$ cat config.mk
export PLATFORM = sky130hd
export DESIGN_NAME = bus_sizer
export DESIGN_NICKNAME = d
export VERILOG_FILES = /design/src/rtl/bus_sizer_pkg.sv /design/src/rtl/bsz_seq.sv /design/src/rtl/bsz_wlane.sv /design/src/rtl/bsz_rgather.sv /design/src/rtl/bus_sizer.sv
export SDC_FILE = /design/constraint.sdc
export NUM_CORES = 1
export LEC_CHECK = 0
export CAP_MARGIN = 5
export CORE_MARGIN = 2
export CORE_UTILIZATION = 55
export DETAILED_ROUTE_END_ITERATION = 10
export GPL_ROUTABILITY_DRIVEN = 0
export PLACE_DENSITY = 0.86
export RECOVER_POWER = 100
export SLEW_MARGIN = 40
export SYNTH_ARGS = -nofsm -noshare
export SYNTH_HDL_FRONTEND = slang
export SYNTH_SLANG_ARGS = --single-unit
$ cat constraint.sdc
create_clock -name clk -period 17.3 [get_ports clk]
set_input_delay 2.595 -clock clk [delete_from_list [all_inputs] [get_ports clk]]
set_output_delay 2.595 -clock clk [all_outputs]
set_load 0.01 [all_outputs]
$ cat src/rtl/bus_sizer_pkg.sv
package bus_sizer_pkg;

  localparam int LANES = 4;
  localparam int DW    = 8 * LANES;

  localparam logic [1:0] ACK_P8   = 2'b01;
  localparam logic [1:0] ACK_P16  = 2'b10;
  localparam logic [1:0] ACK_P32  = 2'b00;
  localparam logic [1:0] ACK_WAIT = 2'b11;

  // access size in bytes; code 3 is treated as a longword
  function automatic logic [2:0] size_bytes(input logic [1:0] sz);
    case (sz)
      2'd0:    return 3'd1;
      2'd1:    return 3'd2;
      default: return 3'd4;
    endcase
  endfunction

  // port width in bytes from the acknowledge, 0 while waiting
  function automatic logic [2:0] port_bytes(input logic [1:0] ack_n);
    case (ack_n)
      ACK_P8:  return 3'd1;
      ACK_P16: return 3'd2;
      ACK_P32: return 3'd4;
      default: return 3'd0;
    endcase
  endfunction

  // bytes moved in one beat: limited by what remains and by the port boundary
  function automatic logic [2:0] beat_bytes(input logic [2:0] rem, input logic [2:0] pb,
                                            input logic [1:0] lo);
    logic [1:0] mask;
    logic [2:0] room;
    mask = pb[1:0] - 2'd1;
    room = pb - {1'b0, lo & mask};
    return (rem < room) ? rem : room;
  endfunction

  // place left-justified unsent bytes so that 8-, 16- and 32-bit ports all see them
  function automatic logic [DW-1:0] lane_fill(input logic [DW-1:0] pend, input logic [1:0] lo);
    logic [DW-1:0] out;
    int idx;
    out = '0;
    for (int l = 0; l < LANES; l++) begin
      if (l >= int'(lo))            idx = l - int'(lo);
      else if (l >= int'(lo[0]))    idx = l - int'(lo[0]);
      else                          idx = 0;
      out[DW-1-8*l -: 8] = pend[DW-1-8*idx -: 8];
    end
    return out;
  endfunction

  // shift the accumulator up by n bytes and append the n bytes the port returned
  function automatic logic [DW-1:0] gather(input logic [DW-1:0] acc, input logic [DW-1:0] rd,
                                           input logic [2:0] pb, input logic [1:0] lo,
                                           input logic [2:0] n);
    logic [1:0]      off;
    logic [DW-1:0]   got;
    logic [2*DW-1:0] both;
    off  = lo & (pb[1:0] - 2'd1);
    got  = rd << (8 * int'(off));
    both = {acc, got} << (8 * int'(n));
    return both[2*DW-1:DW];
  endfunction

endpackage

$ cat src/rtl/bsz_seq.sv
module bsz_seq
  import bus_sizer_pkg::*;
#(
  parameter int AW = 32
) (
  input  logic          clk,
  input  logic          rst_n,
  input  logic          req_valid,
  input  logic [AW-1:0] req_addr,
  input  logic [1:0]    req_size,
  input  logic          req_write,
  input  logic [1:0]    bus_ack_n,
  output logic          busy,
  output logic [AW-1:0] addr,
  output logic [2:0]    rem,
  output logic          wr,
  output logic          start,
  output logic          ack_taken,
  output logic [2:0]    pb,
  output logic [2:0]    xfer,
  output logic          last_beat,
  output logic          done
);

  always_comb begin
    start     = req_valid && !busy;
    pb        = port_bytes(bus_ack_n);
    ack_taken = busy && (pb != 3'd0);
    xfer      = beat_bytes(rem, pb, addr[1:0]);
    last_beat = ack_taken && (xfer == rem);
  end

  always_ff @(posedge clk) begin
    if (!rst_n) begin
      busy <= 1'b0;
      addr <= '0;
      rem  <= '0;
      wr   <= 1'b0;
      done <= 1'b0;
    end else begin
      done <= last_beat;
      if (start) begin
        busy <= 1'b1;
        addr <= req_addr;
        rem  <= size_bytes(req_size);
        wr   <= req_write;
      end else if (ack_taken) begin
        addr <= addr + AW'(xfer);
        rem  <= rem - xfer;
        if (last_beat) busy <= 1'b0;
      end
    end
  end

endmodule

$ cat src/rtl/bsz_wlane.sv
module bsz_wlane
  import bus_sizer_pkg::*;
(
  input  logic          clk,
  input  logic          rst_n,
  input  logic          start,
  input  logic [1:0]    req_size,
  input  logic [DW-1:0] req_wdata,
  input  logic          ack_taken,
  input  logic [2:0]    xfer,
  input  logic [1:0]    addr_lo,
  output logic [DW-1:0] bus_wdata
);

  logic [DW-1:0] pend;

  always_ff @(posedge clk) begin
    if (!rst_n) begin
      pend <= '0;
    end else if (start) begin
      pend <= req_wdata << (8 * (LANES - int'(size_bytes(req_size))));
    end else if (ack_taken) begin
      pend <= pend << (8 * int'(xfer));
    end
  end

  assign bus_wdata = lane_fill(pend, addr_lo);

endmodule

$ cat src/rtl/bsz_rgather.sv
module bsz_rgather
  import bus_sizer_pkg::*;
(
  input  logic          clk,
  input  logic          rst_n,
  input  logic          start,
  input  logic          ack_taken,
  input  logic          last_beat,
  input  logic [2:0]    pb,
  input  logic [2:0]    xfer,
  input  logic [1:0]    addr_lo,
  input  logic [DW-1:0] bus_rdata,
  output logic [DW-1:0] rdata
);

  logic [DW-1:0] acc;
  logic [DW-1:0] merged;

  assign merged = gather(acc, bus_rdata, pb, addr_lo, xfer);

  always_ff @(posedge clk) begin
    if (!rst_n) begin
      acc   <= '0;
      rdata <= '0;
    end else if (start) begin
      acc <= '0;
    end else if (ack_taken) begin
      acc <= merged;
      if (last_beat) rdata <= merged;
    end
  end

endmodule

$ cat src/rtl/bus_sizer.sv
module bus_sizer
  import bus_sizer_pkg::*;
#(
  parameter int AW = 32
) (
  input  logic          clk,
  input  logic          rst_n,
  input  logic          req_valid,
  output logic          req_ready,
  input  logic [AW-1:0] req_addr,
  input  logic [1:0]    req_size,
  input  logic          req_write,
  input  logic [31:0]   req_wdata,
  output logic          done,
  output logic [31:0]   rdata,
  output logic          bus_strobe,
  output logic [AW-1:0] bus_addr,
  output logic          bus_write,
  output logic [2:0]    bus_rem,
  output logic [31:0]   bus_wdata,
  input  logic [31:0]   bus_rdata,
  input  logic [1:0]    bus_ack_n
);

  logic       busy;
  logic       start;
  logic       ack_taken;
  logic       last_beat;
  logic [2:0] pb;
  logic [2:0] xfer;

  bsz_seq #(.AW(AW)) seq_i (
    .clk(clk), .rst_n(rst_n), .req_valid(req_valid), .req_addr(req_addr),
    .req_size(req_size), .req_write(req_write), .bus_ack_n(bus_ack_n),
    .busy(busy), .addr(bus_addr), .rem(bus_rem), .wr(bus_write), .start(start),
    .ack_taken(ack_taken), .pb(pb), .xfer(xfer), .last_beat(last_beat), .done(done)
  );

  bsz_wlane wlane_i (
    .clk(clk), .rst_n(rst_n), .start(start), .req_size(req_size), .req_wdata(req_wdata),
    .ack_taken(ack_taken), .xfer(xfer), .addr_lo(bus_addr[1:0]), .bus_wdata(bus_wdata)
  );

  bsz_rgather rgather_i (
    .clk(clk), .rst_n(rst_n), .start(start), .ack_taken(ack_taken), .last_beat(last_beat),
    .pb(pb), .xfer(xfer), .addr_lo(bus_addr[1:0]), .bus_rdata(bus_rdata), .rdata(rdata)
  );

  assign req_ready  = !busy;
  assign bus_strobe = busy;

endmodule

# Word level (Yosys, flattened, before mapping)
# Index checks and enable logic that the tools add are counted.
# W data, S select, Z words.
[op_classes] n_addsub=16 order_cmp=5 eq_ne=4 shifts=8 n_mux=18 bitwise=3 reduce_logical=12
[op_table] cell="$shiftx A39 B32 Y8" count=4
[op_table] cell="$mux W32" count=4
[op_table] cell="$sub A6 B32 Y32 const A" count=4
[op_table] cell="$mux W29" count=4
[op_table] cell="$shl A64 B6 Y64" count=1
[op_table] cell="$add A32 B3 Y32" count=1
[op_table] cell="$shl A32 B32 Y32" count=1
[op_table] cell="$shl A32 B5 Y32" count=1
[op_table] cell="$shl A32 B6 Y32" count=1
[op_table] cell="$mux W3" count=5
[op_table] cell="$pmux W3 S3" count=1
[op_table] cell="$pmux W3 S2" count=1
[op_table] cell="$sub A1 B2 Y3 const A" count=2
[op_table] cell="$sub A2 B2 Y3 const A" count=2
[op_table] cell="$eq A2 B1 Y1 const B" count=2
[op_table] cell="$ge A1 B2 Y1 const A" count=2
[op_table] cell="$logic_not A2 Y1" count=2
[op_table] cell="$reduce_bool A2 Y1" count=2
[op_table] cell="$sub A1 B1 Y2 const A" count=2
[op_table] cell="$sub A3 B3 Y4 const A" count=1
[op_table] cell="$eq A3 B3 Y1" count=1
[op_table] cell="$logic_and A1 B1 Y1" count=3
[op_table] cell="$lt A3 B3 Y1" count=1
[op_table] cell="$mux W1" count=3
[op_table] cell="other kinds (14)" count=15
[word_totals] ff_bits=134 input_bits=104 out_inout_bits=103

# Longest topological paths before layout
[logic_depth] ltp_word=12 depth_mapped=27

# Modules after synthesis
# From an unflattened synthesis, not the netlist that was laid out.
[hier_totals] cells_unflattened=1267 area_unflattened_um2=10626.4
[modules_own_cells] module="bsz_rgather" instances=1 cells_each=630 area_each_um2=5347.6 seq_area_each_um2=1281.2
[modules_own_cells] module="bsz_wlane" instances=1 cells_each=353 area_each_um2=2972.9 seq_area_each_um2=640.6
[modules_own_cells] module="bsz_seq" instances=1 cells_each=283 area_each_um2=2302.2 seq_area_each_um2=760.7
[modules_own_cells] module="bus_sizer" instances=1 cells_each=1 area_each_um2=3.8 seq_area_each_um2=0.0

# Worst setup path before layout
# No wires, ideal clock.
[synth_path] path_kind="input to register" startpoint="input bus_ack_n[1]" endpoint="register seq_i.addr[26]" t_arrival_ps=7103 required_ps=17168 path_slack_ps=10064 stages=26 path_buffers=5 cell_sequence="inv_1 ha_1 nor2b_1 buf_2 buf_4 inv_1 buf_4 ha_1 a21oi_1 xor2_1 ha_1 nor2b_2 nor3_1 or2_1 inv_2 clkbuf_1 ha_1 inv_1 fa_1 nor2b_1 o21ai_0 or2_2 clkbuf_1 nor3_1 xnor2_1 a21oi_1"
[synth_via] elab_chain_cells=10 elab_cells_between_ends=15 cone_classes="add/sub (3); order compare (1); eq/ne (2); mux (4); bitwise (1); reduce/logical (4)"
[synth_lines] item="start, declared" line="bus_sizer.sv:22" text="input logic [1:0] bus_ack_n"
[synth_lines] item="$eq A2 B2 Y1, or another cell as far along" line="bus_sizer_pkg.sv:22" text="case (ack_n)"
[synth_lines] item="$pmux W3 S3 *" line="bus_sizer_pkg.sv:22"
[synth_lines] item="$sub A2 B1 Y2" line="bus_sizer_pkg.sv:35" text="mask = pb[1:0] - 2'd1;"
[synth_lines] item="$and A2 B2 Y2" line="bus_sizer_pkg.sv:36" text="room = pb - {1'b0, lo & mask};"
[synth_lines] item="$sub A3 B2 Y3" line="bus_sizer_pkg.sv:36"
[synth_lines] item="$lt A3 B3 Y1" line="bus_sizer_pkg.sv:37" text="return (rem < room) ? rem : room;"
[synth_lines] item="$mux W3" line="bus_sizer_pkg.sv:37"
[synth_lines] item="$add A32 B3 Y32" line="bsz_seq.sv:48" text="addr <= addr + AW'(xfer);"
[synth_lines] item="$mux W32" line="bsz_seq.sv:47" text="end else if (ack_taken) begin"
[synth_lines] item="$mux W32" line="bsz_seq.sv:42" text="if (start) begin"
[synth_lines] item="end signal, assigned" line="bsz_seq.sv:44" text="addr <= req_addr;"
[synth_lines] item="end signal, assigned" line="bsz_seq.sv:48"
[synth_lines] item="end, declared" line="bsz_seq.sv:14" text="output logic [AW-1:0] addr,"
# Every way passes the cells marked *; elsewhere a longest branch is shown, timed or not. The select of a mux whose other input is x is not followed.
# A chain may end at the register's enable or synchronous reset.

# Worst setup path in the final report
[layout_path] startpoint="input bus_ack_n[1]" endpoint="register wlane_i.pend[25]"
[layout_via] elab_chain_cells=10 elab_cells_between_ends=15 cone_classes="add/sub (2); order compare (1); eq/ne (2); shift (1); mux (4); bitwise (1); reduce/logical (4)"
[layout_lines] item="$eq A2 B2 Y1, or another cell as far along" line="bus_sizer_pkg.sv:22"
[layout_lines] item="$pmux W3 S3 *" line="bus_sizer_pkg.sv:22"
[layout_lines] item="$sub A2 B1 Y2" line="bus_sizer_pkg.sv:35"
[layout_lines] item="$and A2 B2 Y2" line="bus_sizer_pkg.sv:36"
[layout_lines] item="$sub A3 B2 Y3" line="bus_sizer_pkg.sv:36"
[layout_lines] item="$lt A3 B3 Y1" line="bus_sizer_pkg.sv:37"
[layout_lines] item="$mux W3" line="bus_sizer_pkg.sv:37"
[layout_lines] item="$shl A32 B6 Y32" line="bsz_wlane.sv:23" text="pend <= pend << (8 * int'(xfer));"
[layout_lines] item="$mux W32" line="bsz_wlane.sv:22" text="end else if (ack_taken) begin"
[layout_lines] item="$mux W32" line="bsz_wlane.sv:20" text="end else if (start) begin"
[layout_lines] item="end signal, assigned" line="bsz_wlane.sv:21" text="pend <= req_wdata << (8 * (LANES - int'(size_bytes(req_size))));"
[layout_lines] item="end signal, assigned" line="bsz_wlane.sv:23"
[layout_lines] item="end, declared" line="bsz_wlane.sv:15" text="logic [DW-1:0] pend;"
# Marks and branches as above.

==> summary.txt <==
Timing
  – Final setup fails: 0
  – Clock Skew: 0.00703 ns
  – Final Hold Viols: 0
  – Setup TNS: 0 ns
  – Maximum clock rate: ~81 MHz
  – Pins Over Slew Limit: 138
  – Setup WS post-layout: around 5 ns
  – Slew headroom: -1.27
  – Period utilization: 0.712
  – Slew @ Worst Pin: 3.40 ns
  – RSZ-0062 raised after global routing: false
  – Min Tclk post-route: 12.32 ns

CTS
  – Clock Latency Late Sink: 0.43 ns
  – CTS tree: built
  – Clk sinks: 134
  – Postcts setup bufs: 0
  – CTS root buf: clkbuf_16
  – CTS H-tree depth: 4
  – Num CTS Buffers: 17
  – Post-CTS Resized: 0
  – Hold Buf Count CTS: 0
  – Clk slew on worst S/H paths: roughly 0.060 ns
  – Clock Tree Buf Depth: 2

Logic synthesis
  – Sequential share of the synthesized area: 0.286
  – Syn Nets: 1254
  – Yosys reg bits: 134
  – Yosys cell types: 62
  – Largest area contributor in the netlist: dfxtp_1
  – Mapped Cells: 1129
  – Ys Warns: 0
  – Mapped cell area: between 9000 and 10000 µm²
  – Post-synth ARST share: 0
  – Ys flop type: dfxtp_1
  – Syn avg cell area: 8.32 µm²
  – Number of synthesized flops with an enable pin: 0
  – Synth top area share: 0.286
  – Ranking of synthesized cells by area: dfxtp_1, mux2i_1, a21oi_1

Status
  – Outcome: finished with violations
  – Failing checks: max-capacitance violations, max-slew violations

Pwr
  – Power Dens Cells: ~120 nW/µm²
  – Combinational share of power: 0.485
  – Sw frac: 0.420
  – LEAKAGE: 4.75 nW
  – Sequential share of power: 0.274
  – Clock power share: 0.241
  – Cell Int Power: 0.866 mW
  – Net Switching: 0.628 mW
  – VDD IR max: about 95 µV

Setup path
  – Crit Path Max Fanout: 65
  – Worst Setup End Kind: flip-flop
  – FF-to-FF End: wlane_i.pend[25]
  – Worst Setup SP: bus_ack_n[1]
  – Setup CP Type: in -> reg
  – Crit path to: wlane_i.pend[25]
  – WP data required: 17.59 ns
  – Critical path arrival: 12.61 ns
  – Reg2Reg Depth: 15
  – R2R setup slack: between 6 and 7 ns
  – Crit Reg-Reg Startpoint: seq_i.addr[0]
  – CP Launch Type: input port

Cells and area
  – Layout overhead on the synthesized area: 28.1%
  – Layout cells sized above 1: 0.0818
  – Ant diodes: 0
  – Nets: 1397

Floorplan
  – Initial Util: 0.564
  – Die Width: 135 µm
  – Die area: between 15000 and 20000 µm²
  – Ports: 207
  – Die Y-Extent: 135 µm
  – Cell Rows: 47
  – Core area: approximately 17000 µm²

Global routing
  – Number of global-route vias before repair: 9670
  – First-pass GRT wire length: 51.5 mm
  – Initial antenna violation count: 0
  – GRT overflow: 0
  – Largest net degree at the start of global routing: just over 80
  – GRT Overall Usage: 0.355

Drt
  – Routed Wire Length: about 33 mm
  – ANT nets after route: 0
  – Initial DRC count: 1714
  – DRC: 0
  – Drt via density: approximately 7
  – Vias: 10400
  – Pre-antenna DRT Iters: 6
  – WL/cell: 21.8 µm

Flow run
  – Max-cap violation count: 4

Placement
  – Pre-CTS setup slack: 8.54 ns
  – Port buffer count: 206
  – DP Wirelength: 22.6 mm

Hold path
  – Worst Hold Class: reg -> reg
metrics by stage:
step	utilization	std cells	power [mW]	hold slack, ns	area [µm²]
final	0.723	1504	1.49	0.468	12000
after CTS	0.726	1504	1.49	0.474	12100
after floorplan	-	1129	0.867	0.481	9390
after detailed placement	0.691	1473	1.13	0.465	11500
after global placement	0.689	1472	1.11	0.444	11500
after global routing	0.723	1504	1.56	0.483	12000
layer usage:
metal | vias up | wire length, µm | GRT usage
met5 | - | 0 | 0
met4 | 0 | 2060 | 0.198
met3 | 182 | 3490 | 0.0773
met2 | 745 | 15000 | 0.563
met1 | 4805 | 12300 | 0.448
li1 | 4645 | - | -
critical path, stage by stage:
cell and delay (ns):
dlygate4sd3_1 0.58, inv_1 0.08, ha_1 0.32, nor2b_1 1.29, inv_1 0.51, ha_1 0.35, a21oi_1 0.15, xor2_1 0.25
ha_1 0.32, o21bai_1 0.22, a211oi_1 0.26, clkbuf_1 1.01, or2_2 0.27, clkbuf_1 2.39, a31oi_1 1.34, o21ai_0 0.54
a31oi_1 0.10
power by group through the flow:
stage	Sequential, mW	Combinational, mW	Clock (mW)
after floorplan	0.409	0.458	0
after global placement	0.411	0.701	0
after detailed placement	0.414	0.716	0
after CTS	0.408	0.723	0.359
after global routing	0.415	0.769	0.375
final	0.409	0.725	0.360
final cells by class:
cell class	count	area, µm²
Sequential cell	134	2680
Timing Repair Buffer	225	2200
Tap cell	220	275
Fill cell	1304	4610
Multi-Input combinational cell	867	6190
Clock buffer	17	425
Inverter	27	101
Clock inverter	14	151
kinds of logic (layout without fill, tap and decap cells):
kind of cell | after synthesis | count (layout) | synth area share
AND/OR/NAND/NOR | 274 | 274 | 0.145
AO/OA/AOI/OAI | 427 | 427 | 0.302
flip-flops | 134 | 134 | 0.286
adder cells (fa/ha/maj) | 21 | 21 | 0.0296
multiplexers | 122 | 122 | 0.160
buffers and inverters | 128 | 283 | 0.0565
XOR/XNOR | 23 | 23 | 0.0215
synthesized netlist by cell type, types with 11 or more instances:
library cell    n
inv_1          24
nand2_1        44
buf_2          16
o21ai_0        99
a31oi_1        31
o22ai_1        11
nand3_1        25
a221oi_1       30
xor2_1         12
mux2_2         27
and3_1         32
a21o_1         15
nor2_1         81
or3_1          11
a211oi_1       31
xnor2_1        11
o221ai_1       25
mux4_2         20
mux2i_1        75
dfxtp_1       134
buf_1          13
a22oi_1        16
a21oi_1       102
ha_1           19
clkbuf_1       64
nor2b_1        16
nor3_1         26
registers in the layout, summed over array words and instances (netlist names):
name / count
rgather_i.acc: 32
rgather_i.rdata: 32
seq_i.addr: 32
seq_i.busy: 1
seq_i.done: 1
seq_i.rem: 3
seq_i.wr: 1
wlane_i.pend: 32
placed cells by master (no fill, tap or decap), types with 14 or more instances in the layout:
master	count
mux2_1	14
clkbuf_16	17
nor2b_1	15
nand2_1	43
o221ai_1	25
o21ai_0	100
a221oi_1	30
a21o_1	15
mux2i_1	75
a211oi_1	31
clkdlybuf4s50_1	106
nor2_1	78
nand3_1	25
mux4_2	20
dfxtp_1	133
and3_1	32
dlygate4sd3_1	99
a22oi_1	16
inv_1	24
a21oi_1	102
nor3_1	25
a31oi_1	32
ha_1	18
buf_4	14
worst min path at each step:
stage	startpoint	end	slack, ns	depth (start not counted)
after CTS	seq_i.wr	seq_i.wr	0.47	2
final	rgather_i.rdata[19]	rgather_i.rdata[19]	0.47	2
after global routing	rgather_i.rdata[23]	rgather_i.rdata[23]	0.48	2
after floorplan	seq_i.wr	seq_i.wr	0.48	2
after detailed placement	rgather_i.rdata[19]	rgather_i.rdata[19]	0.47	2
after global placement	seq_i.wr	seq_i.wr	0.44	2
Note: power is estimated with default switching activity, not from simulation.
